===== src/rtl/extirq_pkg.sv =====
package extirq_pkg;
  localparam int DATA_W   = 8;
  localparam int SENS_POS = 7;
  localparam int EN_POS   = 6;
  localparam logic [DATA_W-1:0] RESET_VAL = 8'h40;
  localparam logic [DATA_W-1:0] FULL_MASK = 8'hC0;
  localparam logic [DATA_W-1:0] EN_MASK   = 8'h40;

  typedef struct packed {
    logic sensEdge;   // 1: falling-edge recognition
    logic pinEnable;  // 1: pin connected to request logic
  } irqCtl_t;
endpackage


===== src/rtl/extirq_ctl.sv =====
module extirq_ctl
  import extirq_pkg::*;
#(
  parameter int ADDR_W = 5,
  parameter logic [ADDR_W-1:0] CTRL_ADDR = 5'h1E,
  parameter logic [ADDR_W-1:0] RSVD_ADDR = 5'h0F
) (
  input  logic              clk,
  input  logic              rstN,
  input  logic              specialMode,
  input  logic [ADDR_W-1:0] busAddr,
  input  logic              busWr,
  input  logic [DATA_W-1:0] busWdata,
  output logic [DATA_W-1:0] busRdata,
  output irqCtl_t           ctlStrobe,
  output logic              lockFlag
);
  logic [DATA_W-1:0] ctlReg;
  logic [DATA_W-1:0] wrMask;
  logic              ctlWrite;

  assign ctlWrite = busWr && (busAddr == CTRL_ADDR);
  // a frozen sensitivity bit drops out of the write mask
  assign wrMask = (specialMode || !lockFlag) ? FULL_MASK : EN_MASK;

  always_ff @(posedge clk or negedge rstN) begin
    if (!rstN) begin
      ctlReg   <= RESET_VAL;
      lockFlag <= 1'b0;
    end else if (ctlWrite) begin
      ctlReg <= (ctlReg & ~wrMask) | (busWdata & wrMask);
      if (!specialMode) lockFlag <= 1'b1;
    end
  end

  always_comb begin
    busRdata = '0;
    if (busAddr == CTRL_ADDR)      busRdata = ctlReg;
    else if (busAddr == RSVD_ADDR) busRdata = '0;
  end

  assign ctlStrobe.sensEdge  = ctlReg[SENS_POS];
  assign ctlStrobe.pinEnable = ctlReg[EN_POS];
endmodule


===== src/rtl/extirq_dp.sv =====
module extirq_dp
  import extirq_pkg::*;
#(
  parameter int SYNC_STAGES = 2
) (
  input  logic    clk,
  input  logic    rstN,
  input  logic    pinN,
  input  logic    svcAck,
  input  irqCtl_t ctlStrobe,
  output logic    syncPin,
  output logic    edgeLatch,
  output logic    irqReq
);
  localparam int LAST = SYNC_STAGES - 1;

  logic [LAST:0] syncChain;
  logic          prevPin;
  logic          fallSeen;

  genvar g;
  generate
    for (g = 0; g < SYNC_STAGES; g++) begin : g_sync
      if (g == 0) begin : g_first
        always_ff @(posedge clk or negedge rstN)
          if (!rstN) syncChain[0] <= 1'b1;
          else       syncChain[0] <= pinN;
      end else begin : g_next
        always_ff @(posedge clk or negedge rstN)
          if (!rstN) syncChain[g] <= 1'b1;
          else       syncChain[g] <= syncChain[g-1];
      end
    end
  endgenerate

  assign syncPin  = syncChain[LAST];
  assign fallSeen = prevPin && !syncPin;

  always_ff @(posedge clk or negedge rstN) begin
    if (!rstN) begin
      prevPin   <= 1'b1;
      edgeLatch <= 1'b0;
    end else begin
      prevPin <= syncPin;
      if (!ctlStrobe.pinEnable)                 edgeLatch <= 1'b0;
      else if (ctlStrobe.sensEdge && fallSeen)  edgeLatch <= 1'b1;
      else if (svcAck)                          edgeLatch <= 1'b0;
    end
  end

  always_comb begin
    irqReq = 1'b0;
    if (ctlStrobe.pinEnable)
      irqReq = ctlStrobe.sensEdge ? edgeLatch : !syncPin;
  end
endmodule


===== src/rtl/extirq_ctrl.sv =====
module extirq_ctrl
  import extirq_pkg::*;
#(
  parameter int ADDR_W = 5,
  parameter logic [ADDR_W-1:0] CTRL_ADDR = 5'h1E,
  parameter logic [ADDR_W-1:0] RSVD_ADDR = 5'h0F,
  parameter int SYNC_STAGES = 2
) (
  input  logic              clk,
  input  logic              rstN,
  input  logic              specialMode,
  input  logic              pinN,
  input  logic [ADDR_W-1:0] busAddr,
  input  logic              busWr,
  input  logic [7:0]        busWdata,
  output logic [7:0]        busRdata,
  input  logic              svcAck,
  output logic              irqReq
);
  irqCtl_t ctlStrobe;
  logic    lockFlag;
  logic    syncPin;
  logic    edgeLatch;

  extirq_ctl #(
    .ADDR_W(ADDR_W), .CTRL_ADDR(CTRL_ADDR), .RSVD_ADDR(RSVD_ADDR)
  ) u_ctl (
    .clk(clk), .rstN(rstN), .specialMode(specialMode),
    .busAddr(busAddr), .busWr(busWr), .busWdata(busWdata),
    .busRdata(busRdata), .ctlStrobe(ctlStrobe), .lockFlag(lockFlag)
  );

  extirq_dp #(.SYNC_STAGES(SYNC_STAGES)) u_dp (
    .clk(clk), .rstN(rstN), .pinN(pinN), .svcAck(svcAck),
    .ctlStrobe(ctlStrobe), .syncPin(syncPin),
    .edgeLatch(edgeLatch), .irqReq(irqReq)
  );
endmodule


===== config.mk =====
export PLATFORM = sky130hd
export DESIGN_NAME = extirq_ctrl
export DESIGN_NICKNAME = d
export VERILOG_FILES = /design/src/rtl/extirq_pkg.sv /design/src/rtl/extirq_ctl.sv /design/src/rtl/extirq_dp.sv /design/src/rtl/extirq_ctrl.sv
export SDC_FILE = /design/constraint.sdc
export NUM_CORES = 1
export LEC_CHECK = 0
export CAP_MARGIN = 20
export CORE_AREA = 2 2 39 41
export CTS_CLUSTER_DIAMETER = 60
export DETAILED_ROUTE_END_ITERATION = 8
export DIE_AREA = 0 0 41 43
export PLACE_DENSITY = 0.73
export SLEW_MARGIN = 15
export SYNTH_ARGS = -nofsm -noshare
export SYNTH_HDL_FRONTEND = slang
export SYNTH_SLANG_ARGS = --single-unit

===== constraint.sdc =====
create_clock -name clk -period 1 [get_ports clk]
set_input_delay 0.2 -clock clk [delete_from_list [all_inputs] [get_ports clk]]
set_output_delay 0.2 -clock clk [all_outputs]
set_load 0.01 [all_outputs]

==> qor.csv, run 1 <==
stage,metric,value,unit
timing,Fmax achieved,787,MHz
flow_run,number of max-cap violations,0,
timing,Pins Over Slew Limit,0,
power_and_ir_drop,pwr/cell area,1310,nW/µm²
routing,post-route ant nets,0,
cts,Clock Latency Late Sink,240,ps
timing,final setup vio count,4,
power_and_ir_drop,net load switching power,0.167,mW
global_route,vias in the first global route,220,
placement,port buffer count,15,
synthesis,Gate Count Post-Synth,30,
critical_path,Worst Setup Start Kind,flop,
cts,htree depth,1,
floorplanning,I/O pins,28,
floorplanning,chip width,41,µm
timing,final worst path period share,127,%
timing,setup ws final,-270,ps
placement,DP Area,514,µm²
critical_path,critical path class,flop to output port,
routing,number of remaining DRC errors,0,
run_status,status,"complete, but fails checks",
critical_path,Worst setup EP type,output port,
synthesis,largest family of logic cells by synthesized area,simple AND/OR/NAND/NOR gates,
routing,Pre-antenna DRT Iters,2,
critical_path,Required @ worst endpoint,800,ps
synthesis,XOR/XNOR share of the synthesized area,0,%
min_path,hold crit path type,input pin to asynchronous set/reset pin,
synthesis,Post-Syn Area per Cell,11.3,µm²
synthesis,Ys Warns,0,
synthesis,Compound-Gate Fraction of Synth Area,5.51,%
synthesis,post-synthesis cell type count,17,
power_and_ir_drop,worst vdd ir,0.769,mV
synthesis,sequential share of the synthesized area,52.9,%
timing,"Hold Vio Cnt, Final",0,
critical_path,cells along the critical path,o21ai_1 > and2_1 > buf_2,
synthesis,mux contribution to synthesized area,7.72,%
final_layout,most frequent cells in the layout,"clkdlybuf4s50_1, conb_1, buf_4",
floorplanning,die height,43,µm
cts,Sink Count,7,
synthesis,Yosys top cell area share,30.9,%
floorplanning,num rows,14,
critical_path,CP arrival,1070,ps
cts,CTS Buf Count,3,
routing,final WL,629,µm
cts,hold_buf cts,0,
power_and_ir_drop,P_int,0.580,mW
global_route,initial antenna violation count,0,
synthesis,"area leader, netlist",dfstp_2,
placement,DP HPWL,514,µm
global_route,grt total ovfl,0,
cts,Worst-path clk slew,50,ps
placement,routability congestion estimate,0.637,
routing,vias,276,
synthesis,Post-Syn Area,340,µm²
cts,CTS max path bufs,2,
synthesis,post-synthesis adder-cell area fraction,0,%
synthesis,Seq cells post-synth,7,
timing,RSZ-0062 raised after global routing,true,
critical_path,CP max FO,2,
run_status,failing checks,setup timing,
timing,Hold Slack,211,ps
power_and_ir_drop,clock share of power,32.2,%
synthesis,post-synthesis simple-gate area fraction,18.4,%
power_and_ir_drop,Reg power frac,46.7,%
power_and_ir_drop,Switching Share,22.3,%
final_layout,ant diodes,0,
routing,via-per-instance ratio,3.94,
timing,post-layout min period,1270,ps
routing,Avg WL per Cell,8.99,µm
final_layout,Area Overhead vs Synth,66.9,%
floorplanning,effective utilization at floorplan,24.6,%
power_and_ir_drop,Leak Pwr,0.261,nW
final_layout,Layout Utilization,41.0,%
final_layout,fin area,568,µm²
global_route,Total GRT Usage,8.43,%
final_layout,share of cells above drive strength 1,38.9,%
final_layout,nets,74,
timing,Clock Skews,1.67,ps
critical_path,slowest CP cell,dfstp_2,
routing,DRC marker count from the first detailed-route iteration,6,
final_layout,"commonest non-fill, non-tap cell in the layout",clkdlybuf4s50_1,
global_route,largest net degree at the start of global routing,8,
cts,CTS tree,yes,
critical_path,Slowest Stage Delay on Critical Path,530,ps
synthesis,Synth area leaders,"dfstp_2, dfrtp_1, buf_4",
floorplanning,full die area,1760,µm²
timing,Setup TNS,-727,ps
global_route,first-pass GRT wire length,952,µm
power_and_ir_drop,Comb power frac,21.1,%
cts,CTS root buf,clkbuf_4,
floorplanning,Core ar.,1380,µm²
==> path summary, 6_finish.rpt <==
kind | from | end | slack, ps | cells after the start
max | u_dp.syncPin | irqReq | -270 | 3
min | rstN | asynchronous set/reset pin | 210 | 1
max reg2reg | u_ctl.lockFlag | flop | 30 | 3
min reg2reg | u_dp.syncChain[0] | u_dp.syncPin | 350 | 0
max in group asynchronous | rstN | u_ctl.ctlReg[6] | 510 | 1
min in group clk | u_dp.syncChain[0] | u_dp.syncPin | 350 | 0
==> metrics by stage <==
stage	total power, mW	setup slack [ps]	instances
after detailed placement	0.490	-775	64
after floorplan	0.414	4.65	35
after global routing	0.808	-326	70
after CTS	0.740	-281	68
final	0.747	-270	70
after global placement	0.487	-770	64
==> cells in the mapped netlist, drive strengths merged <==
master and number:
o21bai 1, and3 2, conb 1, nand3 1, o21ai 1, dfstp 4, buf 6, nand4 1
o22ai 1, and4b 1, dfrtp 3, nand2 2, nand2b 1, inv 1, mux2 2, and2 2
==> logic make-up (layout without fill, tap and decap cells) <==
| family | after synthesis | count (layout) |
|---|---|---|
| other | 1 | 6 |
| and+or+nand+nor | 10 | 10 |
| AOI/OAI and AO/OA | 3 | 3 |
| DFF | 7 | 7 |
| muxes | 2 | 2 |
| buffers and inverters | 7 | 26 |
==> worst max-delay path, delay by kind of cell, from the launching register on <==
family	cells	cell delay, ps
compound gates	1	50
buf+inv	1	130
simple gates	1	130
flops	1	530
==> timing repair <==
item,in CTS,in global routing
resized for setup,25,3
pin swaps,5,3
gates cloned,0,0
setup endpoints to repair,6,5
setup buffers,0,2
==> layout make-up <==
| cell class | count | area, µm² |
|---|---|---|
| inverters | 1 | 3.75 |
| flip-flops and latches | 7 | 180 |
| fillers | 148 | 816 |
| multi-input cells | 21 | 150 |
| clock buffers | 4 | 26.3 |
| repair buffers | 21 | 188 |
| well taps | 16 | 20.0 |
==> metal layers <==
metal	track usage [%]	up-vias	routed length, µm	part of all wire, %
li1	-	140	-	-
met3	4.71	0	50	7.9
met2	12.5	12	336	53
met5	0	-	0	0
met4	2.00	0	0	0
met1	10.3	124	242	38
==> power by group through the flow <==
stage | clock network, mW | registers (mW) | logic, mW
6_report | 0.241 | 0.349 | 0.158
4_1_cts | 0.257 | 0.350 | 0.134
3_3_place_gp | 0 | 0.350 | 0.138
3_5_place_dp | 0 | 0.351 | 0.139
5_1_grt | 0.282 | 0.353 | 0.173
2_1_floorplan | 0 | 0.345 | 0.0692
Note: power is estimated with default switching activity, not from simulation.
==> inputs of run 2 (changes only) <==
PLACE_DENSITY = 0.71   (was 0.73)
RECOVER_POWER = 25   (was not set)
clock period = 1.3 ns   (was 1 ns; I/O delays follow)
==> run 2 against run 1 <==
Effect of this change: the flow still finishes with violations (setup timing); sequential power is 23% lower; die area stayed put; core utilization down 2.0 points; clock power fell by 22%; combinational power down 37%; worst hold slack gained 120 ps; sequential share of layout area up 1.6 points; critical endpoint unchanged.
==> qor.csv, run 2 (synthesis gave the netlist of run 1 again) <==
stage,metric,value,unit,change
placement,pre-CTS setup slack,-594,ps,was -775 ps
cts,Clock Latency Late Sink,250,ps,was 240 ps
flow_run,number of max-cap violations,0,,unchanged
power_and_ir_drop,P_int,0.432,mW,was 0.580 mW
global_route,largest net degree at the start of global routing,8,,unchanged
timing,post-layout min period,1340,ps,
global_route,vias in the first global route,221,,was 220
power_and_ir_drop,worst vdd ir,0.697,mV,was 0.769 mV
power_and_ir_drop,pwr/cell area,1030,nW/µm²,was 1310 nW/µm²
floorplanning,chip width,41,µm,unchanged
placement,routability congestion estimate,0.635,,was 0.637
cts,Sink Count,7,,unchanged
timing,"Hold Vio Cnt, Final",0,,unchanged
critical_path,Worst setup EP type,output port,,unchanged
final_layout,fin cells,68,,was 70
global_route,initial antenna violation count,0,,unchanged
cts,Post-CTS Setup Inserts,0,,unchanged
critical_path,Required @ worst endpoint,1040,ps,was 800 ps
power_and_ir_drop,net load switching power,0.125,mW,was 0.167 mW
floorplanning,Core ar.,1380,µm²,unchanged
timing,Fmax achieved,746,MHz,
final_layout,nets,72,,was 74
floorplanning,num rows,14,,unchanged
routing,Pre-antenna DRT Iters,4,,was 2
floorplanning,I/O pins,28,,unchanged
routing,DRC marker count from the first detailed-route iteration,4,,was 6
run_status,status,"complete, but fails checks",,unchanged
floorplanning,effective utilization at floorplan,24.6,%,unchanged
critical_path,critical path class,flop to output port,,unchanged
critical_path,Critical Path Source,u_dp.syncPin,,unchanged
final_layout,most frequent cells in the layout,"conb_1, clkdlybuf4s50_1, dlygate4sd2_1, buf_4, dfstp_2",,"was clkdlybuf4s50_1, conb_1, buf_4"
floorplanning,full die area,1760,µm²,unchanged
routing,vias,270,,was 276
power_and_ir_drop,Leak Pwr,0.250,nW,was 0.261 nW
power_and_ir_drop,Reg power frac,48.2,%,was 46.7%
cts,CTS tree,yes,,unchanged
critical_path,Worst Setup Start Kind,flop,,unchanged
cts,CTS Buf Count,3,,unchanged
global_route,Total GRT Usage,7.64,%,was 8.43%
critical_path,CP max FO,2,,unchanged
cts,hold_buf cts,0,,unchanged
routing,final WL,556,µm,was 629 µm
routing,number of remaining DRC errors,0,,unchanged
routing,post-route ant nets,0,,unchanged
power_and_ir_drop,Comb power frac,17.8,%,was 21.1%
power_and_ir_drop,total power,0.557,mW,was 0.747 mW
placement,port buffer count,15,,unchanged
global_route,grt total ovfl,0,,unchanged
floorplanning,die height,43,µm,unchanged
cts,htree depth,1,,unchanged
timing,Hold Slack,332,ps,was 211 ps
timing,Pins Over Slew Limit,0,,unchanged
timing,final setup vio count,2,,was 4
final_layout,Area Overhead vs Synth,58.8,%,was 66.9%
power_and_ir_drop,clock share of power,34.0,%,was 32.2%
final_layout,ant diodes,0,,unchanged
routing,Avg WL per Cell,8.18,µm,was 8.99 µm
min_path,hold crit path type,input pin to asynchronous set/reset pin,,unchanged
routing,via-per-instance ratio,3.97,,was 3.94
timing,RSZ-0062 raised after global routing,true,,unchanged
cts,CTS max path bufs,2,,unchanged
run_status,failing checks,setup timing,,unchanged
placement,Cells after DPL,64,,unchanged
timing,final worst path period share,103,%,
final_layout,share of cells above drive strength 1,32.7,%,was 38.9%
critical_path,Crit Reg-Reg Startpoint,u_ctl.lockFlag,,unchanged
critical_path,CP arrival,1080,ps,was 1070 ps
timing,setup ws final,-40.1,ps,was -270 ps
global_route,first-pass GRT wire length,897,µm,was 952 µm
cts,Worst-path clk slew,50,ps,about the same
timing,Clock Skews,1.46,ps,was 1.67 ps
power_and_ir_drop,Switching Share,22.5,%,was 22.3%
cts,CTS root buf,clkbuf_4,,unchanged
run 2: path summary, 6_finish.rpt:
path | to | slack (ps) | cells past startpoint
worst min register to register | u_dp.syncPin | 350 | 0
worst max-delay path | irqReq | -40 | 3
max in group asynchronous | u_dp.syncChain[0] | 690 | 1
worst max register to register | flop | 340 | 3
min in group clk | u_dp.syncPin | 350 | 0
worst min-delay path | u_dp.edgeLatch | 330 | 1
run 2: area by class of cell:
type	count	area, µm²
clock buffers	4	26.3
repair buffers	19	173
fillers	157	843
multi-input cells	21	138
well taps	16	20.0
flip-flops and latches	7	180
inverters	1	3.75
run 2: power by group through the flow:
| stage | Combinational, mW | Sequential, mW | Clock, mW |
|---|---|---|---|
| finish | 0.0993 | 0.268 | 0.189 |
| CTS | 0.101 | 0.269 | 0.198 |
| detailed placement | 0.108 | 0.270 | 0 |
| global placement | 0.106 | 0.269 | 0 |
| floorplan | 0.0532 | 0.266 | 0 |
| global route | 0.111 | 0.272 | 0.212 |
run 2: per-layer routing:
layer,share of wire [%],global-route usage [%]
met1,42,10.8
met2,46,9.69
met3,12,4.71
met4,0,2.00
met5,0,0
run 2: per-stage QoR:
stage,util (%),cell area (µm²),TNS [ps]
detailed placement,37.2,514,-2040
global route,39.1,541,-158
global placement,37.2,514,-2000
finish,39.1,541,-61.9
floorplan,-,359,0
CTS,39.1,541,-82.9
run 2: critical path, stage by stage, from the launching register on:
cell and delay (ps):
dfstp_2 520, o21ai_1 50, and2_1 130, buf_2 130
run 2: timing repair:
| action | 4_1_cts | 5_1_grt |
|---|---|---|
| setup endpoints to repair | 5 | 2 |
| pin swaps | 5 | 0 |
| gates resized for setup | 23 | 0 |
==> inputs of run 3 (changes only) <==
PLACE_DENSITY = 0.73   (was 0.71)
clock period = 1.2 ns   (was 1.3 ns; I/O delays follow)
==> run 3 against run 2 <==
Effect of this change: the flow still finishes with violations (setup timing); clock power grew 6%; clock-buffer cell count did not move; core utilization increased by 0.81 points; register-to-register slack worse by 100 ps; non-clock buffer count increased by 2; first-iteration DRC count is the same; sequential power up 8.6%; clock skew barely moved; worst hold slack lost 10 ps; die area unchanged; critical path depth did not move.
==> qor.csv, run 3 (synthesis gave the netlist of run 1 again) <==
stage,metric,value,unit,change
run_status,status,"complete, but fails checks",,unchanged
run_status,failing checks,setup timing,,unchanged
cts,Clock Latency Late Sink,240,ps,was 250 ps
global_route,largest net degree at the start of global routing,8,,unchanged
floorplanning,I/O pins,28,,unchanged
global_route,grt total ovfl,0,,unchanged
timing,Fmax achieved,763,MHz,
final_layout,fin area,552,µm²,was 541 µm²
cts,hold_buf cts,0,,unchanged
timing,Pins Over Slew Limit,0,,unchanged
cts,CTS max path bufs,2,,unchanged
floorplanning,effective utilization at floorplan,24.6,%,unchanged
final_layout,nets,74,,was 72
floorplanning,die height,43,µm,unchanged
floorplanning,num rows,14,,unchanged
critical_path,Slowest Stage Delay on Critical Path,530,ps,was 520 ps
final_layout,Layout Utilization,39.9,%,was 39.1%
critical_path,Required @ worst endpoint,960,ps,was 1040 ps
routing,vias,275,,was 270
critical_path,CP max FO,2,,unchanged
critical_path,Worst Setup Start Kind,flop,,unchanged
placement,pre-CTS setup slack,-655,ps,was -594 ps
global_route,initial antenna violation count,0,,unchanged
critical_path,critical path class,flop to output port,,unchanged
critical_path,Worst setup EP type,output port,,unchanged
critical_path,cell family with most CP delay,flip-flops,,unchanged
global_route,Total GRT Usage,8.32,%,was 7.64%
min_path,hold crit path type,input pin to asynchronous set/reset pin,,unchanged
placement,routability congestion estimate,0.637,,was 0.635
power_and_ir_drop,Leak Pwr,0.260,nW,was 0.250 nW
timing,final setup vio count,2,,unchanged
critical_path,CP arrival,1070,ps,was 1080 ps
final_layout,fin cells,70,,was 68
power_and_ir_drop,pwr/cell area,1120,nW/µm²,was 1030 nW/µm²
final_layout,most frequent cells in the layout,"conb_1, buf_4, clkdlybuf4s50_1",,"was conb_1, clkdlybuf4s50_1, dlygate4sd2_1, buf_4, dfstp_2"
routing,post-route ant nets,0,,unchanged
cts,htree depth,1,,unchanged
critical_path,Buf/Inv on CP,1,,unchanged
placement,Cells after DPL,64,,unchanged
cts,CTS tree,yes,,unchanged
floorplanning,chip width,41,µm,unchanged
power_and_ir_drop,worst vdd ir,0.642,mV,was 0.697 mV
routing,number of remaining DRC errors,0,,unchanged
timing,RSZ-0062 raised after global routing,true,,unchanged
flow_run,number of max-cap violations,0,,unchanged
floorplanning,full die area,1760,µm²,unchanged
critical_path,reg2reg path depth,3,,unchanged
timing,setup ws final,-111,ps,was -40.1 ps
cts,CTS root buf,clkbuf_4,,unchanged
final_layout,share of cells above drive strength 1,37.0,%,was 32.7%
routing,final WL,624,µm,was 556 µm
timing,post-layout min period,1310,ps,
timing,"Hold Vio Cnt, Final",0,,unchanged
critical_path,cells along the critical path,o21ai_1 > and2_1 > buf_2,,unchanged
critical_path,Crit Reg-Reg Startpoint,u_ctl.lockFlag,,unchanged
critical_path,R2R setup slack,240,ps,was 340 ps
routing,Pre-antenna DRT Iters,2,,was 4
global_route,vias in the first global route,216,,was 221
routing,Avg WL per Cell,8.91,µm,was 8.18 µm
critical_path,slowest CP cell,dfstp_2,,unchanged
routing,DRC marker count from the first detailed-route iteration,4,,unchanged
final_layout,ant diodes,0,,unchanged
cts,Worst-path clk slew,50,ps,about the same
floorplanning,Core ar.,1380,µm²,unchanged
timing,final worst path period share,109,%,
final_layout,Area Overhead vs Synth,62.1,%,was 58.8%
routing,via-per-instance ratio,3.93,,was 3.97
placement,DP HPWL,514,µm,
placement,DP Area,514,µm²,unchanged
global_route,first-pass GRT wire length,945,µm,was 897 µm
timing,Clock Skews,1.51,ps,was 1.46 ps
cts,CTS Buf Count,3,,unchanged
cts,Sink Count,7,,unchanged
placement,port buffer count,15,,unchanged
run 3: cell count changes in the layout (fill, tap and decap cells not counted), sizes merged:
cell           previous run  this run
buf                       7        10
clkdlybuf4s50             6         5
dlygate4sd2               4         3
dlygate4sd3               1         2
run 3: cell type report:
class	count	area (µm²)
clock buffer	4	26.3
inverter	1	3.75
timing repair buffer	21	184
tap	16	20.0
multi-input combinational	21	138
sequential	7	180
fill	149	832
run 3: repair_timing:
item | CTS | global route
pin swaps | 5 | 1
hold endpoints to repair | 0 | 0
gates cloned | 0 | 0
endpoints found under the setup margin | 5 | 3
resized for setup | 25 | 0
buffers inserted | 0 | 2
run 3: per-stage QoR:
step | TNS, ps | hold slack [ps] | power (mW)
floorplan | 0 | -55.6 | 0.345
global placement | -2410 | 345 | 0.406
detailed placement | -2450 | 347 | 0.409
CTS | -239 | 253 | 0.615
global route | -345 | 326 | 0.668
finish | -210 | 322 | 0.619
run 3: per-layer routing:
layer,share of wire [%],up-vias,track usage (%)
li1,-,138,-
met1,39,125,10.0
met2,53,12,12.5
met3,8.0,0,4.71
met4,0,0,2.00
met5,0,-,0
run 3: how the worst max path moves through the flow:
stage / startpoint / end / slack, ps / cells past startpoint
final: u_dp.syncPin / irqReq / -110 / 3
after detailed placement: busAddr[1] / busRdata[6] / -650 / 4
after global placement: busAddr[3] / busRdata[7] / -650 / 4
after floorplan: busAddr[0] / flop / 160 / 3
after global routing: u_dp.syncPin / irqReq / -170 / 3
after CTS: u_dp.syncPin / irqReq / -120 / 3
run 3: power by group:
part,total (mW),internal [mW],switching (mW)
clock,0.201,0.126,0.0748
combinational,0.126,0.0834,0.0430
sequential,0.291,0.272,0.0196
